### src/rtl/ovs_dru_pkg.sv
package ovs_dru_pkg;

   typedef enum logic [1:0] {
      SEL_A = 2'b00,
      SEL_B = 2'b01,
      SEL_C = 2'b11,
      SEL_D = 2'b10
   } sel_e;

   localparam int RING_LEN = 4;
   localparam int OUT_MAX  = 3;

   function automatic logic [1:0] sel_pos(input sel_e s);
      case (s)
         SEL_A:   return 2'd0;
         SEL_B:   return 2'd1;
         SEL_C:   return 2'd2;
         default: return 2'd3;
      endcase
   endfunction

   function automatic sel_e pos_sel(input logic [1:0] p);
      case (p)
         2'd0:    return SEL_A;
         2'd1:    return SEL_B;
         2'd2:    return SEL_C;
         default: return SEL_D;
      endcase
   endfunction

endpackage

### src/rtl/ovs_smp_stage.sv
module ovs_smp_stage #(
   parameter int SMP_W = 4
) (
   input  logic             clk,
   input  logic             rst_n,
   input  logic [SMP_W-1:0] m_i,
   input  logic [SMP_W-1:0] s_i,
   output logic [SMP_W-1:0] m_o,
   output logic [SMP_W-1:0] s_o,
   output logic             m_last_o,
   output logic             s_last_o,
   output logic             ok_o
);
   localparam int TOP = SMP_W - 1;

   always_ff @(posedge clk or negedge rst_n) begin
      if (!rst_n) begin
         m_o      <= '0;
         s_o      <= '0;
         m_last_o <= 1'b0;
         s_last_o <= 1'b0;
         ok_o     <= 1'b0;
      end else begin
         m_last_o <= m_o[TOP];
         s_last_o <= s_o[TOP];
         m_o      <= m_i;
         s_o      <= s_i;
         ok_o     <= 1'b1;
      end
   end

   // the held samples are the inputs of the previous edge
   AST_STAGE_FOLLOWS: assert property (@(posedge clk) disable iff (!rst_n)
      ok_o |=> s_last_o == $past(s_o[TOP]));

endmodule

### src/rtl/ovs_edge_flags.sv
module ovs_edge_flags #(
   parameter int SMP_W = 4,
   parameter int FLG_N = 4
) (
   input  logic [SMP_W-1:0] m_i,
   input  logic [SMP_W-1:0] s_i,
   input  logic             s_last_i,
   output logic [FLG_N-1:0] flg_o
);
   // sample positions within one fast clock period
   localparam int P0   = 0;
   localparam int P180 = 1;
   localparam int P90  = 2;
   localparam int P270 = 3;

   logic [FLG_N-1:0] lo_cmp, hi_cmp;

   always_comb begin
      lo_cmp[0] = m_i[P0]   ^ s_i[P0];
      hi_cmp[0] = m_i[P180] ^ s_i[P180];
      lo_cmp[1] = m_i[P90]  ^ s_i[P0];
      hi_cmp[1] = m_i[P270] ^ s_i[P180];
      lo_cmp[2] = m_i[P180] ^ s_i[P90];
      hi_cmp[2] = m_i[P270] ^ s_i[P270];
      lo_cmp[3] = m_i[P0]   ^ s_last_i;
      hi_cmp[3] = m_i[P180] ^ s_i[P90];
   end

   for (genvar g = 0; g < FLG_N; g++) begin : g_flag
      assign flg_o[g] = lo_cmp[g] | hi_cmp[g];
   end

endmodule

### src/rtl/ovs_track_fsm.sv
module ovs_track_fsm
   import ovs_dru_pkg::*;
#(
   parameter int FLG_N = 4
) (
   input  logic             clk,
   input  logic             rst_n,
   input  logic             en_i,
   input  logic [FLG_N-1:0] flg_i,
   output sel_e             cur_o,
   output sel_e             nxt_o
);
   localparam logic [1:0] FWD_OFS = 2'd3;
   localparam logic [1:0] BCK_OFS = 2'd1;

   logic [1:0] pos;
   logic       adv, ret, single;

   always_comb begin
      pos    = sel_pos(cur_o);
      adv    = flg_i[pos + FWD_OFS];
      ret    = flg_i[pos + BCK_OFS];
      single = ($countones(flg_i) == 1);
      nxt_o  = cur_o;
      if (en_i && single) begin
         if (adv)      nxt_o = pos_sel(pos + 2'd1);
         else if (ret) nxt_o = pos_sel(pos - 2'd1);
      end
   end

   always_ff @(posedge clk or negedge rst_n) begin
      if (!rst_n) cur_o <= SEL_A;
      else        cur_o <= nxt_o;
   end

   AST_HOLD_ON_MULTI: assert property (@(posedge clk) disable iff (!rst_n)
      (en_i && $countones(flg_i) > 1) |=> $stable(cur_o));

   AST_ONE_RING_STEP: assert property (@(posedge clk) disable iff (!rst_n)
      $countones(cur_o ^ $past(cur_o)) <= 1);

   AST_IDLE_HOLD: assert property (@(posedge clk) disable iff (!rst_n)
      (flg_i == '0) |=> $stable(cur_o));

endmodule

### src/rtl/ovs_bit_pick.sv
module ovs_bit_pick
   import ovs_dru_pkg::*;
#(
   parameter int SMP_W = 4,
   parameter int OUT_W = 3,
   parameter int CNT_W = 2
) (
   input  logic             clk,
   input  logic             rst_n,
   input  logic             en_i,
   input  sel_e             cur_i,
   input  sel_e             nxt_i,
   input  logic [SMP_W-1:0] m_i,
   input  logic [SMP_W-1:0] s_i,
   input  logic             m_last_i,
   output logic [OUT_W-1:0] bits_o,
   output logic [CNT_W-1:0] cnt_o,
   output logic             vld_o
);
   localparam logic [CNT_W-1:0] CNT_ONE = CNT_W'(1);
   localparam logic [CNT_W-1:0] CNT_TWO = CNT_W'(2);
   localparam logic [CNT_W-1:0] CNT_TRI = CNT_W'(3);

   logic             early, late;
   logic             drop, add;
   logic [OUT_W-1:0] word;
   logic [CNT_W-1:0] num;

   always_comb begin
      case (nxt_i)
         SEL_A:   begin early = s_i[0]; late = s_i[1]; end
         SEL_B:   begin early = m_i[0]; late = m_i[1]; end
         SEL_C:   begin early = s_i[2]; late = s_i[3]; end
         default: begin early = m_i[2]; late = m_i[3]; end
      endcase
      drop = (cur_i == SEL_D) && (nxt_i == SEL_A);
      add  = (cur_i == SEL_A) && (nxt_i == SEL_D);
      word = '0;
      if (drop) begin
         word[0] = late;
         num     = CNT_ONE;
      end else if (add) begin
         word[0] = m_last_i;
         word[1] = early;
         word[2] = late;
         num     = CNT_TRI;
      end else begin
         word[0] = early;
         word[1] = late;
         num     = CNT_TWO;
      end
   end

   always_ff @(posedge clk or negedge rst_n) begin
      if (!rst_n) begin
         bits_o <= '0;
         cnt_o  <= '0;
         vld_o  <= 1'b0;
      end else if (en_i) begin
         bits_o <= word;
         cnt_o  <= num;
         vld_o  <= 1'b1;
      end else begin
         bits_o <= '0;
         cnt_o  <= '0;
         vld_o  <= 1'b0;
      end
   end

   AST_QUIET_WHEN_IDLE: assert property (@(posedge clk) disable iff (!rst_n)
      !vld_o |-> (cnt_o == '0 && bits_o == '0));

   AST_CNT_LEGAL: assert property (@(posedge clk) disable iff (!rst_n)
      vld_o |-> cnt_o != '0);

endmodule

### src/rtl/ovs_data_recovery.sv
module ovs_data_recovery
   import ovs_dru_pkg::*;
#(
   parameter int SMP_W = 4,
   parameter int OUT_W = 3,
   parameter int CNT_W = 2
) (
   input  logic             clk,
   input  logic             rst_n,
   input  logic [SMP_W-1:0] mst_smp_i,
   input  logic [SMP_W-1:0] slv_smp_i,
   output logic [OUT_W-1:0] bits_o,
   output logic [CNT_W-1:0] cnt_o,
   output logic             vld_o
);
   localparam int FLG_N = RING_LEN;

   if (SMP_W != 4) begin : g_bad_smp
      $error("ovs_data_recovery: SMP_W must be 4");
   end
   if (OUT_W != OUT_MAX) begin : g_bad_out
      $error("ovs_data_recovery: OUT_W must be 3");
   end
   if ((1 << CNT_W) <= OUT_W) begin : g_bad_cnt
      $error("ovs_data_recovery: CNT_W too narrow for OUT_W");
   end

   logic [SMP_W-1:0] m_q, s_q;
   logic             m_last, s_last, ok;
   logic [FLG_N-1:0] flg;
   sel_e             sel_cur, sel_nxt;

   ovs_smp_stage #(.SMP_W(SMP_W)) u_stage (
      .clk      (clk),
      .rst_n    (rst_n),
      .m_i      (mst_smp_i),
      .s_i      (slv_smp_i),
      .m_o      (m_q),
      .s_o      (s_q),
      .m_last_o (m_last),
      .s_last_o (s_last),
      .ok_o     (ok)
   );

   ovs_edge_flags #(.SMP_W(SMP_W), .FLG_N(FLG_N)) u_flags (
      .m_i      (m_q),
      .s_i      (s_q),
      .s_last_i (s_last),
      .flg_o    (flg)
   );

   ovs_track_fsm #(.FLG_N(FLG_N)) u_fsm (
      .clk   (clk),
      .rst_n (rst_n),
      .en_i  (ok),
      .flg_i (flg),
      .cur_o (sel_cur),
      .nxt_o (sel_nxt)
   );

   ovs_bit_pick #(.SMP_W(SMP_W), .OUT_W(OUT_W), .CNT_W(CNT_W)) u_pick (
      .clk      (clk),
      .rst_n    (rst_n),
      .en_i     (ok),
      .cur_i    (sel_cur),
      .nxt_i    (sel_nxt),
      .m_i      (m_q),
      .s_i      (s_q),
      .m_last_i (m_last),
      .bits_o   (bits_o),
      .cnt_o    (cnt_o),
      .vld_o    (vld_o)
   );

   AST_ONE_BIT_ON_WRAP: assert property (@(posedge clk) disable iff (!rst_n)
      (vld_o && cnt_o == CNT_W'(1)) |-> (sel_cur == SEL_A && $past(sel_cur) == SEL_D));

   AST_THREE_BITS_ON_WRAP: assert property (@(posedge clk) disable iff (!rst_n)
      (vld_o && cnt_o == CNT_W'(3)) |-> (sel_cur == SEL_D && $past(sel_cur) == SEL_A));

   AST_VALID_STAYS: assert property (@(posedge clk) disable iff (!rst_n)
      vld_o |=> vld_o);

endmodule

### config.mk
export PLATFORM = sky130hd
export DESIGN_NAME = ovs_data_recovery
export DESIGN_NICKNAME = d
export VERILOG_FILES = /design/src/rtl/ovs_dru_pkg.sv /design/src/rtl/ovs_smp_stage.sv /design/src/rtl/ovs_edge_flags.sv /design/src/rtl/ovs_track_fsm.sv /design/src/rtl/ovs_bit_pick.sv /design/src/rtl/ovs_data_recovery.sv
export SDC_FILE = /design/constraint.sdc
export NUM_CORES = 1
export LEC_CHECK = 0
export BUFFER_PORTS_ARGS = -buffer_cell sky130_fd_sc_hd__buf_2
export CAP_MARGIN = 10
export CORE_MARGIN = 1.5
export CORE_UTILIZATION = 35
export CTS_BUF_LIST = sky130_fd_sc_hd__clkbuf_16
export DETAILED_ROUTE_END_ITERATION = 8
export PLACE_DENSITY = 0.65
export SYNTH_ARGS = -nofsm -noshare
export SYNTH_HDL_FRONTEND = slang
export SYNTH_SLANG_ARGS = --single-unit
### constraint.sdc
create_clock -name clk -period 4.12 [get_ports clk]
set_input_delay 0.412 -clock clk [delete_from_list [all_inputs] [get_ports clk]]
set_output_delay 0.412 -clock clk [all_outputs]
set_load 0.05 [all_outputs]
==> flow_metrics.py, run 1 <==
metrics = {
    "pwr": {
        "p_switching_mw": 0.314,
        "p_total_mw": 0.817,
        "power.internal_mw": 0.504,
        "seq_power_share_pct": 28.8,
        "irDropWorstVdd_mv": 0.415,
        "leakage_nw": 0.580,
        "switching_share_pct": 38.4,
        "p_clk_share_pct": 23.6,
        "power.density_mw_per_mm2": 665,
        "power_frac_comb_pct": 47.5,
    },
    "route": {
        "wirelength_um": 1760,
        "post_drt_via_cell_ratio": 5.09,
        "final_antenna_net_count": 0,
        "vias": 708,
        "drtIter0Drc": 10,
        "first_pass_iters": 6,
        "drc": 2,
        "routedWlPerCell_um": 12.6,
    },
    "worst_setup_path": {
        "regToRegStartpoint": "u_stage.s_o[0]",
        "reg2reg_depth": 12,
        "crit_type": "flip-flop to flip-flop",
        "rrSetupSlack_ns": 0.84,
        "crit_required_ns": 4.29,
        "worst-path-max-fanout": 8,
        "reg2reg_to": "u_pick.bits_o[0]",
        "crit_path_end_kind": "flip-flop",
        "critPathLaunchType": "flip-flop",
        "cp.arrival_ns": 3.45,
    },
    "finish": {
        "final_cells": 139,
        "diodes": 0,
        "areaGrowthSynthToFinish_pct": 17.6,
        "nets": 127,
        "final_util_pct": 43.8,
        "layout-drive-gt1-share_pct": 25.0,
        "ff_latch_area_um2": 475,
        "n_fill_cell": 269,
        "final_cell_mix": "dfrtp_1, buf_2",
        "final_common_cell": "dfrtp_1",
        "multiInputGateArea_um2": 537,
    },
    "global_route": {
        "overflow": 0,
        "grt_start_max_net_pins": 20,
        "grt_first_pass_wirelength_um": 3170,
        "gr-usage-met1_pct": 15.4,
        "grt_pass1_vias": 723,
        "use_met3_pct": 3.35,
        "globalRouteMet2Util_pct": 21.8,
        "grt_most_used_layer": "met2",
        "track_usage_pct": 12.5,
        "grt_antenna_before_repair": 0,
    },
    "synthesis": {
        "synthSimpleGateAreaFrac_pct": 17.4,
        "synthTopCellsByArea": "dfrtp_1, ha_1, mux2i_1, xnor2_1, nand2_1",
        "yosysWarningCount": 0,
        "synth_xor_xnor_area_share_pct": 6.59,
        "synth-seq-cells": 19,
        "synthMuxAreaShare_pct": 11.4,
        "netlist.area_leader.share_pct": 45.5,
        "synth_cell_types": 34,
        "synth_cells": 91,
        "synth_top_family_by_area": "simple AND/OR/NAND/NOR gates",
        "synth-compound-area-share_pct": 5.39,
        "yosysTopAreaCell": "dfrtp_1",
        "yosysSeqAreaShare_pct": 45.5,
        "synth_fa_ha_area_share_pct": 10.3,
        "syn-cell-area_mm2": 0.00104,
        "avgSynthCellArea_um2": 11.5,
        "syn_nets": 109,
    },
    "timing": {
        "rsz0062_at_grt": "no",
        "tns_ns": 0,
        "setup_violations": 0,
        "skew_ns": 0.000950,
        "maxSlewViolCount": 0,
        "finalHoldViolations": 0,
        "timing.fmax_mhz": 305,
        "hold_slack_ns": 0.0846,
        "min_period_over_period_pct": 79.5,
        "min_period_ns": 3.28,
    },
    "place": {
        "dp.cells": 135,
        "dp.final_hpwl_um": 1400,
        "portBuffers": 15,
        "routabilityCongestion": 0.818,
    },
    "clocking": {
        "cts_root_buf": "clkbuf_16",
        "cts_hold_repair.buffers": 0,
        "cts_max_level": 1,
        "cts.sink_count": 19,
        "numCtsBuffers": 3,
        "clock_latency_ns": 0.25,
        "postCtsSetupBuffers": 0,
        "post_cts_resized": 0,
        "clkTransAtPathRegs_ns": 0.05,
        "cts_max_path_buffers": 2,
        "cts_tree": "done",
    },
    "floorplan": {
        "core_area_mm2": 0.00281,
        "rows": 19,
        "die-height_um": 57.6,
        "initial_core_util_pct": 37.2,
        "ios": 16,
        "fp.dieW_um": 57.6,
        "die_area_mm2": 0.00332,
    },
    "worst_hold_path": {
        "hp-class": "input port to asynchronous set/reset pin",
    },
    "run": {
        "maxCapViolations": 0,
    },
    "status": {
        "violations": "design-rule violations",
        "status": "finished, violations left",
    },
}
[critical path: stages, from the launching register on]
cell	delay (ns)
dfrtp_1	0.41
xnor2_1	0.29
nand2_1	0.18
ha_1	0.33
ha_1	0.19
fa_1	0.42
nand4bb_1	0.26
nor2_1	0.13
a22o_1	0.18
nor2_1	0.05
nand4b_4	0.26
mux2_4	0.35
o22ai_1	0.14
[through the flow]
stage          worst slack [ns]  cell area (µm²)
2_1_floorplan              1.14             1040
6_report                  0.844             1230
4_1_cts                   0.831             1230
3_3_place_gp              0.918             1150
5_1_grt                   0.588             1230
3_5_place_dp              0.846             1150
[cell usage after synthesis (all sizes together)]
cell,number
dfrtp,19
nand2,9
ha,7
mux2i,7
nor2,7
xnor2,7
inv,6
buf,2
mux2,2
nand4,2
nand4b,2
nor3,2
o22ai,2
a211oi,1
a22o,1
a31oi,1
and3,1
conb,1
fa,1
mux4,1
nand3,1
nand4bb,1
nor2b,1
nor3b,1
nor4b,1
nor4bb,1
o21ai,1
o31ai,1
o32ai,1
or2,1
[worst max path at each step]
stage / startpoint / to / cells past startpoint / slack [ns]
2_1_floorplan: u_stage.m_o[3] / u_pick.bits_o[0] / 12 / 1.14
3_3_place_gp: u_stage.m_o[3] / u_pick.bits_o[0] / 12 / 0.92
3_5_place_dp: u_stage.s_o[0] / u_pick.bits_o[0] / 12 / 0.85
4_1_cts: u_stage.s_o[0] / u_pick.bits_o[0] / 12 / 0.83
5_1_grt: u_stage.m_o[3] / u_pick.bits_o[0] / 12 / 0.59
6_report: u_stage.s_o[0] / u_pick.bits_o[0] / 12 / 0.84
[flip-flops by register name, summed over array words and instances (netlist names)]
name	count
u_pick.bits_o	3
u_stage.s_o	4
u_pick.cnt_o	2
u_stage.m_last_o	1
u_stage.m_o	4
u_stage.ok_o	1
u_pick.vld_o	1
u_stage.s_last_o	1
u_fsm.cur_o	2
[logic make-up (layout without fill, tap and decap cells)]
kind of cell             Yosys count  after routing
AO/OA/AOI/OAI                      8              8
XOR/XNOR                           7              7
adder cells (fa/ha/maj)            8              8
buffers and inverters              8             25
flip-flops                        19             19
multiplexers                      10             10
other                              1              1
AND/OR/NAND/NOR                   30             30
[power groups by stage]
stage,clock network (mW),logic (mW),registers (mW)
6_report,0.193,0.389,0.236
3_5_place_dp,0,0.387,0.239
5_1_grt,0.208,0.428,0.240
2_1_floorplan,0,0.272,0.283
4_1_cts,0.198,0.388,0.236
3_3_place_gp,0,0.377,0.239
[final cells by class]
| type | count | share of cell area, % |
|---|---|---|
| Multi-Input combinational cell | 64 | 43.7 |
| Sequential cell | 19 | 38.7 |
| Clock buffer | 3 | 6.11 |
| Timing Repair Buffer | 15 | 6.11 |
| Tap cell | 31 | 3.16 |
| Inverter | 6 | 1.83 |
| Clock inverter | 1 | 0.407 |
[routing by layer]
metal  vias to the layer above  share of wire, %
met3                         2               4.0
met1                       341                42
li1                        349                 -
met2                        16                53
met5                         -                 0
met4                         0              0.80
(Power assumes the default switching activity.)
==> inputs of run 2 (changes only) <==
--- a/config.mk
+++ b/config.mk
@@ -5,13 +5,14 @@
 export SDC_FILE = /design/constraint.sdc
 export NUM_CORES = 1
 export LEC_CHECK = 0
+export ABC_AREA = 1
 export BUFFER_PORTS_ARGS = -buffer_cell sky130_fd_sc_hd__buf_2
 export CAP_MARGIN = 10
 export CORE_MARGIN = 1.5
 export CORE_UTILIZATION = 35
 export CTS_BUF_LIST = sky130_fd_sc_hd__clkbuf_16
 export DETAILED_ROUTE_END_ITERATION = 8
-export PLACE_DENSITY = 0.65
+export PLACE_DENSITY = 0.66
 export SYNTH_ARGS = -nofsm -noshare
 export SYNTH_HDL_FRONTEND = slang
 export SYNTH_SLANG_ARGS = --single-unit
==> constraint.sdc (replaced) <==
create_clock -name clk -period 2.7 [get_ports clk]
set_input_delay 0.27 -clock clk [delete_from_list [all_inputs] [get_ports clk]]
set_output_delay 0.27 -clock clk [all_outputs]
set_load 0.05 [all_outputs]
==> run 2 against run 1 <==
Net effect: the run ends with negative setup slack left; via count increased by 48%; critical path depth is 7 higher; hold slack improved by 0.035 ns; sequential share of layout area is 11 points lower; critical path type unchanged.
==> flow_metrics.py, run 2 <==
metrics = {
    "status": {
        "status": "finished, violations left",
        "violations": "negative setup slack",
    },
    "floorplan": {
        "die_area_mm2": 0.00367,
        "rows": 20,
        "core_area_mm2": 0.00310,
        "ios": 16,
        "die-height_um": 60.6,
        "fp.dieW_um": 60.6,
        "initial_core_util_pct": 37.4,
    },
    "timing": {
        "setup_violations": 5,
        "rsz0062_at_grt": "yes",
        "tns_ns": -0.491,
        "skew_ns": 0.00212,
        "min_period_ns": 2.89,
        "hold_slack_ns": 0.120,
        "maxSlewViolCount": 0,
        "timing.fmax_mhz": 345,
        "fin_ws_ns": -0.195,
        "finalHoldViolations": 0,
        "min_period_over_period_pct": 107,
    },
    "worst_hold_path": {
        "holdCritStartpoint": "slv_smp_i[0]",
        "hp-class": "input port to flip-flop",
    },
    "finish": {
        "layout-drive-gt1-share_pct": 54.3,
        "diodes": 0,
        "stdcell_area_mm2": 0.00170,
        "final_cell_mix": "nand2_1, buf_4, nand2_2, dfrtp_1, buf_2",
        "nets": 207,
        "final_cells": 232,
        "areaGrowthSynthToFinish_pct": 46.7,
        "final_util_pct": 54.8,
        "reg_top3": "u_stage.m_o: 4 flops, u_stage.s_o: 4 flops, u_pick.bits_o: 3 flops",
    },
    "worst_setup_path": {
        "worst-path-max-fanout": 5,
        "cp_slowest_cell": "dfrtp_1",
        "startpoint": "u_stage.s_o[3]",
        "crit_chain": "inv_1 -> nand2_1 -> nand2_1 -> nand2_1 -> ha_1 -> ha_2 -> fa_1 -> nor2_1 -> and3_4 -> inv_2 -> a21oi_4 -> a21oi_4 -> buf_6 -> nand3_2 -> nand3_2 -> nand2_2 -> nand2_2 -> nand2_2 -> nor2_2",
        "path_delay_family": "simple AND/OR/NAND/NOR gates",
        "regToRegStartpoint": "u_stage.s_o[3]",
        "crit_path_end_kind": "flip-flop",
        "critPathLaunchType": "flip-flop",
        "cpPeakStageDelay_ns": 0.42,
        "cp.buffers_inverters": 3,
        "cp.arrival_ns": 3.04,
        "crit_required_ns": 2.85,
        "crit_type": "flip-flop to flip-flop",
    },
    "clocking": {
        "cts_max_level": 1,
        "clock_latency_ns": 0.25,
        "cts_root_buf": "clkbuf_16",
        "cts_tree": "done",
        "cts.sink_count": 19,
        "clkTransAtPathRegs_ns": 0.06,
        "cts_max_path_buffers": 2,
        "numCtsBuffers": 3,
    },
    "pwr": {
        "irDropWorstVdd_mv": 0.625,
        "power.density_mw_per_mm2": 1010,
        "leakage_nw": 0.882,
        "p_total_mw": 1.72,
    },
    "synthesis": {
        "netlist.area_leader.share_pct": 41.0,
        "netlist_top_cells_count": "nand2_1, dfrtp_1, nand3_1, inv_1",
        "synthMuxAreaShare_pct": 0,
        "syn_nets": 156,
        "synth_fa_ha_area_share_pct": 9.28,
        "synth_cell_types": 21,
        "synthTopCellsByArea": "dfrtp_1, nand2_1, ha_1, nand3_1, inv_1",
        "avgSynthCellArea_um2": 8.40,
        "synth_cells": 138,
        "syn-cell-area_mm2": 0.00116,
        "synth-seq-cells": 19,
        "synth-compound-area-share_pct": 5.72,
        "yosysSeqAreaShare_pct": 41.0,
        "synth-edff-count": 0,
        "synth-async-reset-ratio_pct": 100,
        "synthSimpleGateAreaFrac_pct": 34.7,
        "synth_ff_type": "dfrtp_1",
        "synth_xor_xnor_area_share_pct": 2.80,
        "yosysWarningCount": 0,
        "synth_top_family_by_area": "simple AND/OR/NAND/NOR gates",
        "synth.most_common_cell": "nand2_1",
        "yosysTopAreaCell": "dfrtp_1",
    },
    "global_route": {
        "grt_most_used_layer": "met2",
        "globalRouteMet2Util_pct": 29.3,
        "grt_start_max_net_pins": 20,
        "overflow": 0,
        "gr-usage-met1_pct": 15.9,
        "grt_first_pass_wirelength_um": 4100,
        "use_met3_pct": 5.12,
        "track_usage_pct": 15.0,
        "grt_pass1_vias": 1027,
        "grt_antenna_before_repair": 0,
    },
    "place": {
        "pre_cts_slack_ns": -0.159,
        "post_dp_cell_area_mm2": 0.00142,
        "dp.cells": 213,
        "routabilityCongestion": 0.837,
        "portBuffers": 15,
        "dp.final_hpwl_um": 1870,
    },
    "route": {
        "routedWlPerCell_um": 11.6,
        "first_pass_iters": 4,
        "final_antenna_net_count": 0,
        "drc": 0,
        "vias": 1045,
        "drtIter0Drc": 19,
        "wirelength_um": 2700,
        "post_drt_via_cell_ratio": 4.50,
    },
    "run": {
        "maxCapViolations": 0,
    },
}
==> run 2: cell types whose count changed in the layout (fill, tap and decap cells not counted), moves of 6 or more <==
cell	change
nand3_2	+8
nand2_1	+22
mux2i_1	-7
buf_4	+29
nand3_1	+12
nand2_2	+17
xnor2_1	-6
inv_2	+10
==> run 2: kinds of logic (layout without fill, tap and decap cells) <==
group                    after synthesis  count (layout)
XOR/XNOR                               2               2
AO/OA/AOI/OAI                          8               8
AND/OR/NAND/NOR                       81              81
adder cells (fa/ha/maj)                8               8
flip-flops                            19              19
buffers and inverters                 19              69
other                                  1               1
==> run 2: power by group <==
group          switching (mW)  total (mW)  internal (mW)
Sequential             0.0267       0.355          0.328
Combinational           0.668        1.05          0.385
Clock                   0.108       0.308          0.200
==> run 2: path summary, 6_finish.rpt <==
| path | end | slack (ns) | depth (start not counted) |
|---|---|---|---|
| worst min-delay path | u_stage.s_o[0] | 0.12 | 1 |
| max in group asynchronous | u_fsm.cur_o[0] | 1.95 | 2 |
| worst max-delay path | u_pick.bits_o[0] | -0.19 | 19 |
| min in group asynchronous | u_stage.m_last_o | 0.48 | 2 |
| worst max register to register | u_pick.bits_o[0] | -0.19 | 19 |
| worst min register to register | u_stage.m_last_o | 0.43 | 0 |
==> run 2: cell type report <==
class / count / area (µm²)
Fill cell: 277 / 1400
Multi-Input combinational cell: 100 / 703
Clock buffer: 3 / 75.1
Inverter: 19 / 71.3
Sequential cell: 19 / 475
Timing Repair Buffer: 46 / 314
Tap cell: 44 / 55.1
Clock inverter: 1 / 7.51
==> run 2: repair_timing <==
item / 4_1_cts / 5_1_grt
hold buffers: 1 / 0
pin swaps: 9 / 17
resized for setup: 9 / 18
buffers inserted: 8 / 6
setup endpoints to repair: 5 / 5
endpoints found under the hold margin: 19 / 0
==> run 2: worst register-to-register path, cell delays in order (launching register included) <==
cell and delay (ns):
dfrtp_1 0.42, inv_1 0.09, nand2_1 0.06, nand2_1 0.08, nand2_1 0.06, ha_1 0.29
ha_2 0.18, fa_1 0.42, nor2_1 0.12, and3_4 0.22, inv_2 0.05, a21oi_4 0.14
a21oi_4 0.11, buf_6 0.13, nand3_2 0.06, nand3_2 0.09, nand2_2 0.10, nand2_2 0.07
nand2_2 0.06, nor2_2 0.04
==> run 2: per-layer routing <==
metal	share of wire, %	up-vias
met5	0	-
met4	0	0
met2	57	19
li1	-	530
met3	3.6	0
met1	39	496
==> inputs of run 3 (changes only) <==
--- a/config.mk
+++ b/config.mk
@@ -15,4 +15,5 @@
 export PLACE_DENSITY = 0.66
 export SYNTH_ARGS = -nofsm -noshare
 export SYNTH_HDL_FRONTEND = slang
+export SYNTH_HIERARCHICAL = 1
 export SYNTH_SLANG_ARGS = --single-unit
==> run 3 against run 2 <==
Net effect: the flow still finishes with violations (negative setup slack); utilization up 2.9 points; critical endpoint is now u_pick/bits_o[0]; global-route usage is 0.19 points higher; first-iteration DRC count rose to 3.8 times the previous value; via count shrank 2.2%; largest power group unchanged.
==> flow_metrics.py, run 3 <==
metrics = {
    "status": {
        "status": "finished, violations left",
        "violations": "negative setup slack",
    },
    "worst_setup_path": {
        "worst-path-max-fanout": 4,
        "reg2reg_depth": 23,
        "cpPeakStageDelay_ns": 0.44,
        "crit_chain": "xnor2_2 -> nand2_1 -> buf_4 -> buf_4 -> buf_4 -> buf_4 -> buf_4 -> buf_4 -> buf_4 -> nand2_1 -> nand2_2 -> nand3_2 -> nand2_2 -> a21oi_2 -> a21oi_4 -> buf_6 -> nor2_4 -> nand4_1 -> nand2_1 -> inv_1 -> nand2_1 -> inv_1 -> nor2_1",
        "crit_path_end_kind": "flip-flop",
        "crit_top_cell": "buf_4",
        "reg2reg_to": "u_pick/bits_o[0]",
        "startpoint": "u_stage/m_o[1]",
        "rrSetupSlack_ns": -0.29,
        "cp_slowest_cell": "dfrtp_2",
        "crit_required_ns": 2.88,
        "crit_type": "flip-flop to flip-flop",
        "critPathLaunchType": "flip-flop",
        "regToRegStartpoint": "u_stage/m_o[1]",
        "crit_end": "u_pick/bits_o[0]",
        "cp.arrival_ns": 3.17,
    },
    "synthesis": {
        "synth_top_family_by_area": "simple AND/OR/NAND/NOR gates",
        "synth_cells": 138,
        "synth_xor_xnor_area_share_pct": 2.47,
        "synth_cell_types": 18,
        "synthTopCellsByArea": "dfrtp_1, nand2_1, inv_1, nand3_1, ha_1",
        "yosysTopAreaCell": "dfrtp_1",
        "netlist_top_cells_count": "nand2_1, inv_1, dfrtp_1, nand3_1, nand2_2",
        "synth.most_common_cell": "nand2_1",
        "netlist.area_leader.share_pct": 44.7,
        "syn_nets": 153,
        "synth-seq-cells": 19,
        "avgSynthCellArea_um2": 7.71,
        "synth_fa_ha_area_share_pct": 6.59,
        "syn-cell-area_mm2": 0.00106,
        "synth-compound-area-share_pct": 2.82,
        "synth-edff-count": 0,
        "synth-async-reset-ratio_pct": 100,
        "yosysWarningCount": 6,
        "synthMuxAreaShare_pct": 0,
        "yosysSeqAreaShare_pct": 44.7,
        "synthSimpleGateAreaFrac_pct": 32.1,
        "synth_ff_type": "dfrtp_1",
    },
    "route": {
        "drc": 0,
        "wirelength_um": 2720,
        "routedWlPerCell_um": 12.6,
        "final_antenna_net_count": 0,
        "first_pass_iters": 4,
        "vias": 1022,
        "post_drt_via_cell_ratio": 4.73,
        "drtIter0Drc": 73,
    },
    "pwr": {
        "seq_power_share_pct": 20.7,
        "p_clk_share_pct": 16.6,
        "power.density_mw_per_mm2": 1070,
        "switching_share_pct": 46.7,
        "p_switching_mw": 0.820,
        "power_frac_comb_pct": 62.7,
        "leakage_nw": 0.889,
        "power.internal_mw": 0.934,
        "irDropWorstVdd_mv": 0.600,
    },
    "finish": {
        "stdcell_area_mm2": 0.00163,
        "final_common_cell": "nand2_1",
        "layout-drive-gt1-share_pct": 50.3,
        "nets": 201,
        "diodes": 0,
        "reg_top3": "u_stage/m_o: 4 flops, u_stage/s_o: 4 flops, u_pick/bits_o: 3 flops",
        "final_cell_mix": "nand2_1, buf_4, inv_1",
        "areaGrowthSynthToFinish_pct": 53.5,
        "final_cells": 216,
    },
    "floorplan": {
        "fp.dieW_um": 58.1,
        "die_area_mm2": 0.00338,
        "core_area_mm2": 0.00283,
        "rows": 19,
        "initial_core_util_pct": 37.6,
        "die-height_um": 58.1,
        "ios": 16,
    },
    "clocking": {
        "clkTransAtPathRegs_ns": 0.05,
        "cts.sink_count": 19,
        "clock_latency_ns": 0.25,
        "numCtsBuffers": 3,
        "cts_max_path_buffers": 2,
        "cts_root_buf": "clkbuf_16",
        "cts_max_level": 1,
        "cts_tree": "done",
    },
    "global_route": {
        "grt_pass1_vias": 973,
        "overflow": 0,
        "grt_first_pass_wirelength_um": 3860,
        "grt_start_max_net_pins": 20,
        "track_usage_pct": 15.2,
        "grt_antenna_before_repair": 0,
    },
    "timing": {
        "maxSlewViolCount": 0,
        "timing.fmax_mhz": 335,
        "min_period_over_period_pct": 111,
        "finalHoldViolations": 0,
        "skew_ns": 0.00266,
        "hold_slack_ns": 0.127,
        "fin_ws_ns": -0.287,
        "setup_violations": 5,
        "min_period_ns": 2.99,
        "rsz0062_at_grt": "yes",
    },
    "place": {
        "post_dp_cell_area_mm2": 0.00127,
        "portBuffers": 15,
        "pre_cts_slack_ns": -0.324,
        "dp.final_hpwl_um": 1560,
        "routabilityCongestion": 0.832,
        "dp.cells": 196,
    },
    "run": {
        "maxCapViolations": 0,
    },
    "worst_hold_path": {
        "hp-class": "input port to flip-flop",
    },
}
==> run 3: cell count changes after synthesis, moves of 2 or more <==
cell | previous run | this run
o21ai_0 | 0 | 2
nand2_1 | 42 | 39
inv_2 | 7 | 5
a21oi_4 | 2 | 0
nand3_1 | 17 | 14
nor2_4 | 3 | 0
xnor2_1 | 0 | 3
xor2_2 | 2 | 0
nor2_2 | 1 | 3
ha_1 | 7 | 4
inv_1 | 12 | 26
==> run 3: cell families after synthesis <==
group / after synthesis
other cells: 1
flops: 19
simple gates: 73
compound gates: 6
xor+xnor: 3
fa+ha+maj: 5
buf+inv: 31
==> run 3: repair_timing <==
| action | 4_1_cts | 5_1_grt |
|---|---|---|
| pin swaps | 13 | 16 |
| endpoints found under the hold margin | 19 | 0 |
| resized for setup | 21 | 19 |
| endpoints found under the setup margin | 5 | 5 |
| setup buffers | 9 | 6 |
| hold buffers | 1 | 0 |
==> run 3: layout make-up <==
| class | instances | area [µm²] |
|---|---|---|
| fill | 238 | 1200 |
| multi-input combinational | 88 | 616 |
| sequential | 19 | 477 |
| timing repair buffer | 43 | 304 |
| inverter | 31 | 119 |
| clock buffer | 3 | 75.1 |
| tap | 31 | 38.8 |
| clock inverter | 1 | 3.75 |
==> run 3: how the worst min path moves through the flow <==
stage / from / endpoint / slack [ns] / depth (start not counted)
2_1_floorplan: rst_n / u_fsm/cur_o[0] / -0.03 / 0
3_3_place_gp: rst_n / u_stage/ok_o / 0.21 / 1
3_5_place_dp: rst_n / u_stage/ok_o / 0.22 / 1
4_1_cts: mst_smp_i[2] / u_stage/m_o[2] / 0.13 / 1
5_1_grt: mst_smp_i[1] / u_stage/m_o[1] / 0.12 / 1
6_report: slv_smp_i[0] / u_stage/s_o[0] / 0.13 / 1
==> run 3: critical path: cells and delay by family, from the launching register on <==
kind                   cells  cell delay [ns]
XOR/XNOR                   1             0.16
AO/OA/AOI/OAI              2             0.27
AND/OR/NAND/NOR           10             0.96
flip-flops                 1             0.44
buffers and inverters     10             1.07
==> run 3: routing by layer <==
metal	GRT usage [%]	up-vias	share of wire (%)
li1	-	510	-
met1	16.0	477	37
met2	28.7	28	56
met3	3.79	7	3.7
met4	5.98	0	2.9
met5	0	-	0
==> run 3: stage by stage <==
step	total power, mW	TNS [ns]	util, %
6_report	1.75	-1.16	57.7
5_1_grt	1.86	-1.98	57.7
4_1_cts	1.58	-0.866	53.3
3_5_place_dp	1.15	-1.26	44.9
3_3_place_gp	1.12	-0.861	44.9
2_1_floorplan	0.986	-0.0560	-
==> run 3: power groups by stage <==
stage	Sequential [mW]	Combinational (mW)	Clock (mW)
floorplan	0.415	0.572	0
global placement	0.361	0.763	0
detailed placement	0.362	0.791	0
CTS	0.359	0.931	0.294
global route	0.372	1.18	0.308
finish	0.364	1.10	0.292
